`src/rtl/xg_pkg.sv`:
```
package xg_pkg;

  localparam int FT_W    = 6;
  localparam int STAT_W  = 24;
  localparam int TAG_W8  = 8;

  typedef enum logic [3:0] {
    XF_NONE      = 4'd0,
    XF_ALIGN     = 4'd1,
    XF_RANGE     = 4'd2,
    XF_MISS_REAL = 4'd3,
    XF_MISS_VIRT = 4'd4,
    XF_PROTECT   = 4'd5,
    XF_NOFAULT   = 4'd6,
    XF_PRIV      = 4'd7
  } xg_fault_e;

  typedef enum logic [1:0] {
    XC_PRIMARY   = 2'd0,
    XC_SECONDARY = 2'd1,
    XC_NUCLEUS   = 2'd2
  } xg_ctype_e;

  // one-hot fault type placed at status bits 12:7
  function automatic logic [FT_W-1:0] xg_ftype(input xg_fault_e f);
    logic [FT_W-1:0] t;
    t = '0;
    case (f)
      XF_PRIV:              t[0] = 1'b1;
      XF_NOFAULT:           t[1] = 1'b1;
      XF_RANGE:             t[2] = 1'b1;
      XF_ALIGN, XF_PROTECT: t[3] = 1'b1;
      default:              t = '0;
    endcase
    return t;
  endfunction

  function automatic logic xg_records(input xg_fault_e f);
    return (f == XF_ALIGN) || (f == XF_RANGE) || (f == XF_PROTECT) ||
           (f == XF_NOFAULT) || (f == XF_PRIV);
  endfunction

  function automatic logic xg_is_miss(input xg_fault_e f);
    return (f == XF_MISS_REAL) || (f == XF_MISS_VIRT);
  endfunction

  function automatic logic [63:0] xg_join_pa(input logic [63:0] frame,
                                             input logic [63:0] pmask,
                                             input logic [63:0] va);
    return (frame & ~pmask) | (va & pmask);
  endfunction

  function automatic logic [63:0] xg_miss_tag(input logic [63:0] va,
                                              input logic [63:0] ctx,
                                              input int unsigned pshift);
    return ((va >> pshift) << pshift) | ctx;
  endfunction

  function automatic logic [STAT_W-1:0] xg_stat_word(input logic was_set,
                                                     input logic wr,
                                                     input xg_ctype_e ct,
                                                     input logic se,
                                                     input logic [FT_W-1:0] ft,
                                                     input logic [TAG_W8-1:0] asi);
    logic [STAT_W-1:0] w;
    w        = '0;
    w[0]     = 1'b1;
    w[1]     = was_set;
    w[2]     = wr;
    w[5:4]   = ct;
    w[6]     = se;
    w[12:7]  = ft;
    w[23:16] = asi;
    return w;
  endfunction

endpackage

```
`src/rtl/xg_ctx_sel.sv`:
```
module xg_ctx_sel import xg_pkg::*; #(
  parameter int          CTX_W   = 13,
  parameter logic [7:0]  NUC_TAG = 8'h04,
  parameter logic [7:0]  PRI_TAG = 8'h80
) (
  input  logic             explicit_acc,
  input  logic             tl_nonzero,
  input  logic             asi_nucleus,
  input  logic             asi_secondary,
  input  logic [7:0]       asi_id,
  input  logic [CTX_W-1:0] ctx_primary,
  input  logic [CTX_W-1:0] ctx_secondary,
  output xg_ctype_e        ctype,
  output logic [CTX_W-1:0] ctx_sel,
  output logic [7:0]       asi_rec
);

  always_comb begin
    asi_rec = explicit_acc ? asi_id : (tl_nonzero ? NUC_TAG : PRI_TAG);
    if (tl_nonzero || (explicit_acc && asi_nucleus)) begin
      ctype   = XC_NUCLEUS;
      ctx_sel = '0;
    end else if (explicit_acc && asi_secondary) begin
      ctype   = XC_SECONDARY;
      ctx_sel = ctx_secondary;
    end else begin
      ctype   = XC_PRIMARY;
      ctx_sel = ctx_primary;
    end
  end

endmodule

```
`src/rtl/xg_pre_check.sv`:
```
module xg_pre_check #(
  parameter int              VA_W    = 64,
  parameter logic [VA_W-1:0] HOLE_LO = 64'h0000_8000_0000_0000,
  parameter logic [VA_W-1:0] HOLE_HI = 64'hFFFF_7FFF_FFFF_FFFF
) (
  input  logic            is_data,
  input  logic            explicit_acc,
  input  logic [VA_W-1:0] va,
  input  logic [1:0]      size_lg,
  input  logic            addr_mask,
  input  logic            hpriv_mode,
  input  logic            red_mode,
  input  logic            immu_on,
  input  logic            dmmu_on,
  input  logic            asi_real,
  input  logic            asi_as_user,
  output logic [VA_W-1:0] va_eff,
  output logic            misalign,
  output logic            out_of_range,
  output logic            bypass,
  output logic            real_mode
);

  localparam int HI_PAD = VA_W - 32;

  logic [2:0] low_mask;

  always_comb begin
    case (size_lg)
      2'd0:    low_mask = 3'b000;
      2'd1:    low_mask = 3'b001;
      2'd2:    low_mask = 3'b011;
      default: low_mask = 3'b111;
    endcase
  end

  assign va_eff       = addr_mask ? {{HI_PAD{1'b0}}, va[31:0]} : va;
  assign misalign     = is_data ? |(va[2:0] & low_mask) : |va[2:0];
  assign out_of_range = !addr_mask && (va_eff >= HOLE_LO) && (va_eff <= HOLE_HI);

  always_comb begin
    if (is_data) begin
      bypass    = hpriv_mode && (!explicit_acc || (!asi_real && !asi_as_user));
      real_mode = (!dmmu_on && !hpriv_mode) || (explicit_acc && asi_real);
    end else begin
      bypass    = hpriv_mode || red_mode;
      real_mode = !immu_on;
    end
  end

endmodule

```
`src/rtl/xg_resolve.sv`:
```
module xg_resolve import xg_pkg::*; #(
  parameter int VA_W = 64,
  parameter int PA_W = 40
) (
  input  logic            is_data,
  input  logic            explicit_acc,
  input  logic            acc_write,
  input  logic            priv_mode,
  input  logic            asi_nofault,
  input  logic            misalign,
  input  logic            out_of_range,
  input  logic            bypass,
  input  logic            real_mode,
  input  logic [VA_W-1:0] va_eff,
  input  logic            tlb_hit,
  input  logic [PA_W-1:0] tlb_frame,
  input  logic [PA_W-1:0] tlb_pmask,
  input  logic            tlb_wr_ok,
  input  logic            tlb_nofault,
  input  logic            tlb_sidefx,
  input  logic            tlb_priv,
  output xg_fault_e       fault,
  output logic            lookup_go,
  output logic            hit_fault,
  output logic [PA_W-1:0] pa,
  output logic            uncache
);

  assign lookup_go = !bypass && !misalign && !out_of_range;

  always_comb begin
    hit_fault = 1'b0;
    if (!is_data && bypass)                                   fault = XF_NONE;
    else if (misalign)                                        fault = XF_ALIGN;
    else if (out_of_range)                                    fault = XF_RANGE;
    else if (bypass)                                          fault = XF_NONE;
    else if (!tlb_hit)                                        fault = real_mode ? XF_MISS_REAL : XF_MISS_VIRT;
    else if (is_data && acc_write && !tlb_wr_ok) begin        fault = XF_PROTECT; hit_fault = 1'b1; end
    else if (is_data && tlb_nofault && !(explicit_acc && asi_nofault)) begin
                                                              fault = XF_NOFAULT; hit_fault = 1'b1; end
    else if (!priv_mode && tlb_priv) begin                    fault = XF_PRIV;    hit_fault = 1'b1; end
    else                                                      fault = XF_NONE;
  end

  always_comb begin
    if (bypass) pa = va_eff[PA_W-1:0];
    else        pa = PA_W'(xg_join_pa(64'(tlb_frame), 64'(tlb_pmask), 64'(va_eff)));
  end

  assign uncache = is_data && lookup_go && tlb_hit && tlb_sidefx && (fault == XF_NONE);

endmodule

```
`src/rtl/xg_status_regs.sv`:
```
module xg_status_regs #(
  parameter int VA_W   = 64,
  parameter int STAT_W = 24
) (
  input  logic              clk,
  input  logic              rst_n,
  input  logic              clr,
  input  logic              stat_we,
  input  logic [STAT_W-1:0] stat_word,
  input  logic              addr_we,
  input  logic [VA_W-1:0]   addr_val,
  input  logic              tag_we,
  input  logic [VA_W-1:0]   tag_val,
  output logic [STAT_W-1:0] stat_q,
  output logic [VA_W-1:0]   addr_q,
  output logic [VA_W-1:0]   tag_q
);

  always_ff @(posedge clk or negedge rst_n) begin
    if (!rst_n)       stat_q <= '0;
    else if (stat_we) stat_q <= stat_word;
    else if (clr)     stat_q <= '0;
  end

  always_ff @(posedge clk or negedge rst_n) begin
    if (!rst_n)       addr_q <= '0;
    else if (addr_we) addr_q <= addr_val;
  end

  always_ff @(posedge clk or negedge rst_n) begin
    if (!rst_n)      tag_q <= '0;
    else if (tag_we) tag_q <= tag_val;
  end

endmodule

```
`src/rtl/xlate_guard.sv`:
```
module xlate_guard import xg_pkg::*; #(
  parameter int              VA_W       = 64,
  parameter int              PA_W       = 40,
  parameter int              CTX_W      = 13,
  parameter int              PAGE_SHIFT = 13,
  parameter logic [VA_W-1:0] HOLE_LO    = 64'h0000_8000_0000_0000,
  parameter logic [VA_W-1:0] HOLE_HI    = 64'hFFFF_7FFF_FFFF_FFFF
) (
  input  logic              clk,
  input  logic              rst_n,
  input  logic              acc_valid,
  input  logic              acc_is_data,
  input  logic              acc_write,
  input  logic              acc_explicit,
  input  logic [VA_W-1:0]   acc_va,
  input  logic [1:0]        acc_size_lg,
  input  logic [7:0]        asi_id,
  input  logic              asi_nucleus,
  input  logic              asi_secondary,
  input  logic              asi_real,
  input  logic              asi_nofault,
  input  logic              asi_as_user,
  input  logic              tl_nonzero,
  input  logic              priv_mode,
  input  logic              hpriv_mode,
  input  logic              red_mode,
  input  logic              addr_mask,
  input  logic              immu_on,
  input  logic              dmmu_on,
  input  logic [CTX_W-1:0]  ctx_primary,
  input  logic [CTX_W-1:0]  ctx_secondary,
  output logic              tlb_req,
  output logic [VA_W-1:0]   tlb_va,
  output logic [CTX_W-1:0]  tlb_ctx,
  output logic              tlb_real,
  input  logic              tlb_hit,
  input  logic [PA_W-1:0]   tlb_frame,
  input  logic [PA_W-1:0]   tlb_pmask,
  input  logic              tlb_wr_ok,
  input  logic              tlb_nofault,
  input  logic              tlb_sidefx,
  input  logic              tlb_priv,
  input  logic              flt_clr,
  output logic [3:0]        fault_code,
  output logic              xlate_ok,
  output logic [PA_W-1:0]   pa_out,
  output logic              uncacheable,
  output logic [STAT_W-1:0] flt_stat,
  output logic [VA_W-1:0]   flt_addr,
  output logic [VA_W-1:0]   miss_tag
);

  logic             expl;
  xg_ctype_e        ctype;
  logic [CTX_W-1:0] ctx_sel;
  logic [7:0]       asi_rec;
  logic [VA_W-1:0]  va_eff;
  logic             misalign, out_of_range, bypass, real_mode;
  xg_fault_e        fault;
  logic             lookup_go, hit_fault, uncache_raw;
  logic [PA_W-1:0]  pa_raw;

  // named events for the checker
  logic              stat_we, addr_we, tag_we, bypass_evt, side_bit;
  logic [STAT_W-1:0] stat_word;

  assign expl = acc_is_data && acc_explicit;

  xg_ctx_sel #(.CTX_W(CTX_W)) u_ctx (
    .explicit_acc (expl),
    .tl_nonzero   (tl_nonzero),
    .asi_nucleus  (asi_nucleus),
    .asi_secondary(asi_secondary),
    .asi_id       (asi_id),
    .ctx_primary  (ctx_primary),
    .ctx_secondary(ctx_secondary),
    .ctype        (ctype),
    .ctx_sel      (ctx_sel),
    .asi_rec      (asi_rec)
  );

  xg_pre_check #(.VA_W(VA_W), .HOLE_LO(HOLE_LO), .HOLE_HI(HOLE_HI)) u_pre (
    .is_data     (acc_is_data),
    .explicit_acc(expl),
    .va          (acc_va),
    .size_lg     (acc_size_lg),
    .addr_mask   (addr_mask),
    .hpriv_mode  (hpriv_mode),
    .red_mode    (red_mode),
    .immu_on     (immu_on),
    .dmmu_on     (dmmu_on),
    .asi_real    (asi_real),
    .asi_as_user (asi_as_user),
    .va_eff      (va_eff),
    .misalign    (misalign),
    .out_of_range(out_of_range),
    .bypass      (bypass),
    .real_mode   (real_mode)
  );

  xg_resolve #(.VA_W(VA_W), .PA_W(PA_W)) u_res (
    .is_data     (acc_is_data),
    .explicit_acc(expl),
    .acc_write   (acc_write),
    .priv_mode   (priv_mode),
    .asi_nofault (asi_nofault),
    .misalign    (misalign),
    .out_of_range(out_of_range),
    .bypass      (bypass),
    .real_mode   (real_mode),
    .va_eff      (va_eff),
    .tlb_hit     (tlb_hit),
    .tlb_frame   (tlb_frame),
    .tlb_pmask   (tlb_pmask),
    .tlb_wr_ok   (tlb_wr_ok),
    .tlb_nofault (tlb_nofault),
    .tlb_sidefx  (tlb_sidefx),
    .tlb_priv    (tlb_priv),
    .fault       (fault),
    .lookup_go   (lookup_go),
    .hit_fault   (hit_fault),
    .pa          (pa_raw),
    .uncache     (uncache_raw)
  );

  assign tlb_req     = acc_valid && lookup_go;
  assign tlb_va      = va_eff;
  assign tlb_real    = real_mode;
  assign tlb_ctx     = real_mode ? '0 : ctx_sel;
  assign fault_code  = acc_valid ? fault : XF_NONE;
  assign xlate_ok    = acc_valid && (fault == XF_NONE);
  assign pa_out      = xlate_ok ? pa_raw : '0;
  assign uncacheable = acc_valid && uncache_raw;
  assign bypass_evt  = acc_valid && bypass && (fault == XF_NONE);

  assign side_bit  = acc_is_data && ((fault == XF_RANGE) || (hit_fault && tlb_sidefx));
  assign stat_we   = acc_valid && xg_records(fault);
  assign addr_we   = stat_we && acc_is_data;
  assign tag_we    = acc_valid && xg_is_miss(fault);
  assign stat_word = xg_stat_word(flt_stat[0] && !flt_clr, acc_is_data && acc_write,
                                  ctype, side_bit, xg_ftype(fault), asi_rec);

  xg_status_regs #(.VA_W(VA_W), .STAT_W(STAT_W)) u_regs (
    .clk      (clk),
    .rst_n    (rst_n),
    .clr      (flt_clr),
    .stat_we  (stat_we),
    .stat_word(stat_word),
    .addr_we  (addr_we),
    .addr_val (acc_va),
    .tag_we   (tag_we),
    .tag_val  (VA_W'(xg_miss_tag(64'(va_eff), 64'(tlb_ctx), PAGE_SHIFT))),
    .stat_q   (flt_stat),
    .addr_q   (flt_addr),
    .tag_q    (miss_tag)
  );

endmodule

```
`config.mk`:
```
export PLATFORM = sky130hd
export DESIGN_NAME = xlate_guard
export DESIGN_NICKNAME = d
export VERILOG_FILES = /design/src/rtl/xg_pkg.sv /design/src/rtl/xg_ctx_sel.sv /design/src/rtl/xg_pre_check.sv /design/src/rtl/xg_resolve.sv /design/src/rtl/xg_status_regs.sv /design/src/rtl/xlate_guard.sv
export SDC_FILE = /design/constraint.sdc
export NUM_CORES = 1
export LEC_CHECK = 0
export ABC_AREA = 1
export CORE_AREA = 2 2 189 191
export DETAILED_ROUTE_END_ITERATION = 10
export DIE_AREA = 0 0 191 193
export GPL_ROUTABILITY_DRIVEN = 0
export PLACE_DENSITY = 0.6
export SKIP_LAST_GASP = 1
export SLEW_MARGIN = 10
export SYNTH_ARGS = -nofsm -noshare
export SYNTH_HDL_FRONTEND = slang
export SYNTH_SLANG_ARGS = --single-unit
```
`constraint.sdc`:
```
create_clock -name clk -period 6.45 [get_ports clk]
set_clock_uncertainty 0.2 [all_clocks]
set_input_delay 0.9675 -clock clk [delete_from_list [all_inputs] [get_ports clk]]
set_output_delay 0.9675 -clock clk [all_outputs]
set_load 0.01 [all_outputs]
```
==> summary.md, run 1 <==
| Metric | Value |
|---|---|
| Post-Syn Area | just over 8000 sq um |
| Synth area leader | dfrtp_1 |
| Pwr dens | 260 nW/um^2 |
| Iter 0 DRT Violations | 481 |
| Combinational power share | 36.0% |
| Least-Margin Pin Slew | 1.01 ns |
| CTS hold repair buffers | 0 |
| Post-DRT Antenna Nets | 0 |
| R2r startpoint | u_regs.stat_q[0]$_DFFE_PN0P_ |
| Gr ovfl total | 0 |
| Internal Power | roughly 2.3 mW |
| Register area share after synthesis | 44.9% |
| R2R setup slack | ~5.6 ns |
| Min cycle time layout | 5.69 ns |
| Most used DFF post-synth | dfrtp_1 |
| Ratio of cells with drive above 1 in the final layout | under 10% |
| Leakage power figure | roughly 6.2 nW |
| Min-delay src | u_regs.tag_q[41]$_DFFE_PN0P_ |
| Setup violators final | 0 |
| Hold Path Sink | u_regs.tag_q[41]$_DFFE_PN0P_ |
| Number of synthesized flops with an enable pin | 0 |
| Ports | 481 |
| Top-count cell post-synth | nand2_1 |
| Status | finished clean |
| Total GRT Usage | between 20% and 30% |
| Worst slew margin | 32.9% |
| Max clock buf depth | 2 |
| WL per Instance | approximately 20 um |
| Clock buffers created by TritonCTS | 17 |
| Die W | 191 um |
| Largest net degree at the start of global routing | just under 100 |
| Root Buffer Master | clkbuf_16 |
| Endpoints failing hold | 0 |
| R2r endpoint | u_regs.stat_q[1]$_DFFE_PN0P_ |
| Ys async rst share | 100% |
| Worst VDD drop | 0.170 mV |
| Avg Cell Area, Syn | roughly 7.5 sq um |
| WHS Path Cells | 2 |
| Critical Path AT | 4.53 ns |
| #FFs+latches synth | roughly 150 |
| CTS resizes | 0 |
| Commonest cells in the netlist | nand2_1, dfrtp_1, nand3_1, nand4_1, nor2_1 |
| CP Capture Type | primary output |
| Vias in the first global route | a little under 9000 |
| CORE AREA | about 35000 sq um |
| Setup Fix Bufs, Post-CTS | 0 |
| Final period utilization | between 80% and 90% |
| Setup_tns | 0 ns |
| Vias | roughly 9000 |
| Number of remaining DRC errors | 0 |
| Share of total power in the clock network | around 28% |
| Hpwl dp | just under 30000 um |
| Seq pwr share | a little over a third |
| Cell count after synthesis | ~1100 |
| H-tree Lvls | 4 |
| CTS sink cnt | approximately 150 |
| Placed Instance Area | 12800 sq um |
| TritonCTS clock tree | built |
| Switch share | between 30 and 40% |
| Area Overhead vs Synth | 64.5% |
| Synth cell types | 28 |
| Clk_lat worst skew | approximately 0.43 ns |
| # port buffers | ~470 |
| Final Max Tran Viols | 0 |
| Rows | slightly below 70 |
| Fmax | approximately 180 MHz |
| RSZ-0062 raised after global routing | false |
| Critical path type | input pin to primary output |
| Nets | roughly 1700 |
| Worst setup SP type | input pin |
| Critical path required time | approximately 5.3 ns |
| Die Area | 36900 sq um |
| Max-Cap Viols | 0 |
| Worst-path clk slew | around 0.060 ns |
| Worst Reg-to-Reg Cells | 2 |
| Share of the synthesized area in the top cell type | between 40% and 50% |
| Post-Route WL | ~39000 um |
| Top cells by area, synth | dfrtp_1, nand2_1, nand4_1 |
| Switch Pwr | approximately 1.2 mW |
| Post-Layout Inst Area | between 10000 and 15000 sq um |
| Global-route wire length before repair | about 56000 um |
| Die Ht | 193 um |
| Initial core utilization | approximately a quarter |
| Worst Hold Class | flip-flop to flip-flop |
| Design Power | 3.47 mW |
| Via density | around 4.6 |
| CP Max Fanout | 25 |
| Ys Warns | 0 |
| Initial antenna violation count | 3 |
| Drt pass-1 iters | 5 |
## cells by family after synthesis
family                     count (synthesis)  synth area share [%]
AOI/OAI and AO/OA                        106                  6.60
adders and majority gates                  4                 0.615
buffers and inverters                    170                  11.9
DFF                                      146                  44.9
other                                      1                0.0461
and+or+nand+nor                          661                  35.9
## cells in the final DEF, fill, tap and decap left out
master and n:
nor2_1 72, inv_2 1, buf_6 1, nand2_1 404
or2_4 1, nand3b_1 2, nand3_4 2, nand2_4 2
buf_4 11, clkinv_4 4, clkbuf_8 2, nand4_1 77
bufinv_16 1, buf_2 1, inv_1 56, a21oi_1 56
or2_2 1, nor3_1 4, o21ai_4 1, nand2_2 3
o21ai_1 2, o21ai_0 46, nand3_1 77, ha_1 4
clkdlybuf4s50_1 470, nand3_2 16, clkinv_1 1, diode_2 2
conb_1 7, dfrtp_1 146, clkbuf_16 17, clkinv_2 5
o211ai_1 1, clkinvlp_4 3
## power by group through the flow
stage	logic, mW	clock network, mW	registers, mW
6_report	1.25	0.982	1.24
4_1_cts	1.26	1.01	1.24
3_5_place_dp	1.26	0	1.25
5_1_grt	1.35	1.05	1.27
3_3_place_gp	1.26	0	1.25
2_1_floorplan	0.355	0	1.36
## state kept, by name (all words and copies together), names as in the netlist
signal         count
u_regs.stat_q     18
u_regs.tag_q      64
u_regs.addr_q     64
## worst max-delay path by stage
stage	start	end	cells past startpoint
final	addr_mask	pa_out[27]	17
after global routing	addr_mask	pa_out[27]	16
after CTS	addr_mask	pa_out[33]	17
after detailed placement	addr_mask	pa_out[33]	17
after global placement	addr_mask	pa_out[33]	17
after floorplan	acc_is_data	pa_out[27]	14
## final cells by class
class | instances | area, sq um
fillers | 3661 | 21600
multi-input cells | 778 | 3560
well taps | 461 | 577
inverters | 58 | 218
repair buffers | 483 | 4800
diodes | 2 | 5.00
clock inverters | 13 | 113
flip-flops and latches | 146 | 3650
clock buffers | 19 | 453
## critical path, stage by stage
cell and delay (ns):
clkdlybuf4s50_1 0.46, buf_4 0.22, inv_2 0.20, nand2_1 0.16
nor2_1 0.05, nand2_1 0.06, nor2_1 0.04, nor2_1 0.12
nand2_2 0.18, o211ai_1 0.13, nand2_1 0.08, nand2_1 0.15
ha_1 0.22, nand3_2 0.32, buf_4 0.38, a21oi_1 0.17
clkdlybuf4s50_1 0.57
## layer usage
layer	routed length [um]	part of all wire (%)	track usage [%]	vias to the layer above
met5	13	0.033	0	-
met1	16000	41	24.7	4239
met4	1200	3.1	8.08	2
met3	3010	7.7	5.63	51
met2	18900	48	35.3	410
li1	-	-	-	4296
## metrics by stage
stage | hold slack (ns) | cells | utilization, % | setup WS, ns
finish | 0.268 | 1960 | 38.3 | 0.756
global route | 0.285 | 1958 | 38.3 | 0.466
CTS | 0.273 | 1958 | 38.3 | 0.730
detailed placement | 0.257 | 1926 | 36.6 | 0.744
global placement | 0.253 | 1926 | 36.6 | 0.824
floorplan | 0.307 | 1094 | - | 2.47
Power figures use the tool's default switching activity.
==> run 2: changes to the inputs <==
--- a/config.mk
+++ b/config.mk
@@ -6,13 +6,16 @@
 export NUM_CORES = 1
 export LEC_CHECK = 0
 export ABC_AREA = 1
-export CORE_AREA = 2 2 189 191
+export CELL_PAD_IN_SITES_DETAIL_PLACEMENT = 1
+export CELL_PAD_IN_SITES_GLOBAL_PLACEMENT = 1
+export CORE_AREA = 2 2 188 190
 export DETAILED_ROUTE_END_ITERATION = 10
-export DIE_AREA = 0 0 191 193
+export DIE_AREA = 0 0 190 192
 export GPL_ROUTABILITY_DRIVEN = 0
-export PLACE_DENSITY = 0.6
+export PLACE_DENSITY = 0.83
 export SKIP_LAST_GASP = 1
 export SLEW_MARGIN = 10
 export SYNTH_ARGS = -nofsm -noshare
 export SYNTH_HDL_FRONTEND = slang
+export SYNTH_HIERARCHICAL = 1
 export SYNTH_SLANG_ARGS = --single-unit
==> run 2 against run 1 <==
- clock power rose by 16%
- critical endpoint is now pa_out[25]
- hold slack better by 0.0074 ns
- total power up 12%
- fmax decreased by 2.0%
- final cell count increased by 3.8%
- first-iteration DRC count is 32% lower
- area after synthesis grew 3.8%
- largest cell class unchanged
- non-clock buffer count is 8 higher
- critical path depth increased by 1
==> summary.md, run 2 <==
| Metric | Value |
|---|---|
| Status | finished clean (unchanged) |
| Critical-path cell list | clkdlybuf4s50_1, inv_6, nand2_1, nand3_1, nor2_1, nand3_1, nand2_1, inv_1, inv_1, nand2_1, a21oi_1, nand2_1, a21oi_1, buf_4, nor2_2, nand3_2, nor2_1, clkdlybuf4s50_1 (was clkdlybuf4s50_1, buf_4, inv_2, nand2_1, nor2_1, nand2_1, nor2_1, nor2_1, nand2_2, o211ai_1, nand2_1, nand2_1, ha_1, nand3_2, buf_4, a21oi_1, clkdlybuf4s50_1) |
| Crit path buffers/inverters | 6 (was 5) |
| # port buffers | 479 (was 473) |
| Origin of the worst setup path | addr_mask (unchanged) |
| Clk_lat worst skew | 0.44 ns (was 0.43 ns) |
| Most common cell after layout, fill and taps aside | clkdlybuf4s50_1 (unchanged) |
| Endpoints failing hold | 0 (unchanged) |
| Die W | 190 um (was 191 um) |
| Synth area leader | dfrtp_1 (unchanged) |
| Top cells by area, synth | dfrtp_1, nand2_1, inv_1 (was dfrtp_1, nand2_1, nand4_1) |
| Post-Syn Area | 8440 sq um (was 8130 sq um) |
| Post-Route WL | 35400 um (was 39200 um) |
| Vias | 8735 (was 8998) |
| Initial antenna violation count | 0 (was 3) |
| Cell repeated most along the worst path | nand2_1 (unchanged) |
| Switch share | 31.4% (was 33.1%) |
| #FFs+latches synth | 152 (was 146) |
| Fill count | 4122 (was 3661) |
| Avg Cell Area, Syn | 7.42 sq um (was 7.48 sq um) |
| Internal Power | 2.67 mW (was 2.32 mW) |
| Leakage power figure | 6.47 nW (was 6.19 nW) |
| Ports | 481 (unchanged) |
| Cell count after synthesis | 1137 (was 1088) |
| Least-Margin Pin Slew | 0.979 ns (was 1.01 ns) |
| Via density | 4.29 (was 4.59) |
| Min-delay src | u_regs/stat_q[22]$_DFFE_PN0P_ (was u_regs.tag_q[41]$_DFFE_PN0P_) |
| Final period utilization | 90.1% (was 88.3%) |
| Combinational power share | 35.7% (was 36.0%) |
| Ys async rst share | 100% (unchanged) |
| Largest net degree at the start of global routing | 90 (was 98) |
| Worst setup SP type | input pin (unchanged) |
| Switch Pwr | 1.22 mW (was 1.15 mW) |
| H-tree Lvls | 4 (unchanged) |
| Top-count cell post-synth | nand2_1 (unchanged) |
| CP Capture Type | primary output (unchanged) |
| Final Hold Slack | 0.275 ns (was 0.268 ns) |
| Global-route wire length before repair | 54000 um (was 56200 um) |
| Share of the synthesized area in the top cell type | 45.1% (was 44.9%) |
| Share of total power in the clock network | 29.2% (was 28.3%) |
| WL per Instance | 17.4 um (was 20.0 um) |
| Total GRT Usage | 19.3% (was 20.7%) |
| Synth cell types | 28 (unchanged) |
| Max clock buf depth | 2 (unchanged) |
| Worst Hold Class | flip-flop to flip-flop (unchanged) |
| Antenna Cells | 0 (was 2) |
| CP delay by family, top | buffers and inverters (unchanged) |
| CTS resizes | 0 (unchanged) |
| Drt pass-1 iters | 4 (was 5) |
| CORE AREA | 34300 sq um (was 35000 sq um) |
| Critical path type | input pin to primary output (unchanged) |
| Clock buffers created by TritonCTS | 17 (unchanged) |
| Gr ovfl total | 0 (unchanged) |
| Setup violators final | 0 (unchanged) |
| Iter 0 DRT Violations | 325 (was 481) |
| Critical Path AT | 4.64 ns (was 4.53 ns) |
| Worst-path clk slew | 0.07 ns (was 0.06 ns) |
| Register area share after synthesis | 45.1% (was 44.9%) |
| Number of remaining DRC errors | 0 (unchanged) |
| Ys Warns | 6 (was 0) |
| Initial core utilization | 24.6% (was 23.3%) |
| Critical path required time | 5.28 ns (about the same) |
| Fmax | 172 MHz (was 176 MHz) |
| Root Buffer Master | clkbuf_16 (unchanged) |
| CP max stage delay | 0.73 ns (was 0.57 ns) |
| Worst VDD drop | 0.179 mV (was 0.170 mV) |
| R2r startpoint | u_regs/stat_q[0]$_DFFE_PN0P_ (was u_regs.stat_q[0]$_DFFE_PN0P_) |
| CP Max Fanout | 41 (was 25) |
| Most frequent cells in the layout | clkdlybuf4s50_1, nand2_1, inv_1, dfrtp_1, nor2_1 (was clkdlybuf4s50_1, nand2_1, dfrtp_1, nand3_1, nand4_1) |
| Vias in the first global route | 9558 (was 8842) |
| CTS sink cnt | 152 (was 146) |
| Hpwl dp | 27400 um (was 29200 um) |
| Number of synthesized flops with an enable pin | 0 (unchanged) |
| CTS hold repair buffers | 0 (unchanged) |
| Seq pwr share | 35.2% (was 35.7%) |
| Rows | 68 (was 69) |
| Area Overhead vs Synth | 65.5% (was 64.5%) |
| Commonest cells in the netlist | nand2_1, inv_1, dfrtp_1, nor2_1, o21ai_0 (was nand2_1, dfrtp_1, nand3_1, nand4_1, nor2_1) |
| TritonCTS clock tree | built (unchanged) |
| Nets | 1771 (was 1692) |
| Critical-path top delay cell | nand3_2 (was clkdlybuf4s50_1) |
| Post-DRT Antenna Nets | 0 (unchanged) |
| Die Ht | 192 um (was 193 um) |
| Setup slack after layout | 0.639 ns (was 0.756 ns) |
| Die Area | 36500 sq um (was 36900 sq um) |
| Ratio of cells with drive above 1 in the final layout | 5.95% (was 4.81%) |
| Final Max Tran Viols | 0 (unchanged) |
| RSZ-0062 raised after global routing | false (unchanged) |
| Largest regs | u_regs/addr_q x64, u_regs/tag_q x64, u_regs/stat_q x24 (was u_regs.addr_q x64, u_regs.tag_q x64, u_regs.stat_q x18) |
| DP Worst Slack | 0.637 ns (was 0.744 ns) |
| Max-Cap Viols | 0 (unchanged) |
| Worst slew margin | 34.7% (was 32.9%) |
| Setup Fix Bufs, Post-CTS | 0 (unchanged) |
| Min cycle time layout | 5.81 ns (was 5.69 ns) |
| Setup_tns | 0 ns (unchanged) |
| Most used DFF post-synth | dfrtp_1 (unchanged) |
| Pwr dens | 279 nW/um^2 (was 260 nW/um^2) |
-- run 2: cell count changes in the layout (fill, tap and decap cells not counted), moves of 8 or more --
cell	previous run	this run
o21ai_0	46	120
nand3_2	16	2
nand4_1	77	1
clkdlybuf4s50_1	470	478
nand3_1	77	23
mux2_2	0	22
a21oi_1	56	20
o21ai_2	0	10
mux2_1	0	18
nor2_1	72	139
nand2_1	404	269
inv_1	56	247
-- run 2: cell families after synthesis --
| logic type | count (synthesis) | synth area share (%) |
|---|---|---|
| AND/OR/NAND/NOR | 445 | 20.7 |
| buffers and inverters | 337 | 18.7 |
| AO/OA/AOI/OAI | 160 | 10.0 |
| flip-flops | 152 | 45.1 |
| multiplexers | 40 | 5.34 |
| other | 3 | 0.133 |
-- run 2: routing by layer --
metal | GRT usage (%) | vias up | wire (um)
met4 | 6.44 | 0 | 797
met5 | 0 | - | 0
met1 | 21.9 | 4197 | 14100
met2 | 34.4 | 296 | 18000
li1 | - | 4194 | -
met3 | 5.79 | 48 | 2490
-- run 2: power by group through the flow --
stage | registers [mW] | logic, mW | clock network, mW
after floorplan | 1.50 | 0.354 | 0
after global placement | 1.37 | 1.37 | 0
after detailed placement | 1.39 | 1.40 | 0
after CTS | 1.38 | 1.41 | 1.18
after global routing | 1.41 | 1.50 | 1.21
final | 1.37 | 1.39 | 1.14
-- run 2: worst min-delay path, stage by stage (launching register included) --
cell and delay (ns):
dfrtp_1 0.35, nand2_1 0.05, nand2_1 0.05
-- run 2: final cells by class --
| type | count | area (sq um) | share of cell area (%) |
|---|---|---|---|
| clock buffers | 18 | 439 | 3.14 |
| clock inverters | 14 | 220 | 1.58 |
| inverters | 252 | 951 | 6.81 |
| multi-input cells | 653 | 3100 | 22.2 |
| flip-flops and latches | 152 | 3800 | 27.2 |
| well taps | 455 | 569 | 4.08 |
| repair buffers | 491 | 4890 | 35.0 |
-- run 2: worst paths after layout --
| kind | depth (start not counted) | slack [ns] | to |
|---|---|---|---|
| max | 18 | 0.64 | pa_out[25] |
| min reg2reg | 2 | 0.28 | u_regs/stat_q[22]$_DFFE_PN0P_ |
| max reg2reg | 4 | 5.48 | u_regs/stat_q[1]$_DFFE_PN0P_ |
| min | 2 | 0.28 | u_regs/stat_q[22]$_DFFE_PN0P_ |
| max in group asynchronous | 2 | 4.26 | u_regs/tag_q[49]$_DFFE_PN0P_ |
| min in group asynchronous | 1 | 0.38 | u_regs/addr_q[21]$_DFFE_PN0P_ |
-- run 2: through the flow --
| step | cells | cell area [sq um] | utilization, % | total power [mW] |
|---|---|---|---|---|
| floorplan | 1142 | 8460 | - | 1.86 |
| global placement | 2003 | 13300 | 38.8 | 2.74 |
| detailed placement | 2003 | 13300 | 38.8 | 2.79 |
| CTS | 2035 | 14000 | 40.7 | 3.96 |
| global route | 2035 | 14000 | 40.7 | 4.12 |
| finish | 2035 | 14000 | 40.7 | 3.90 |
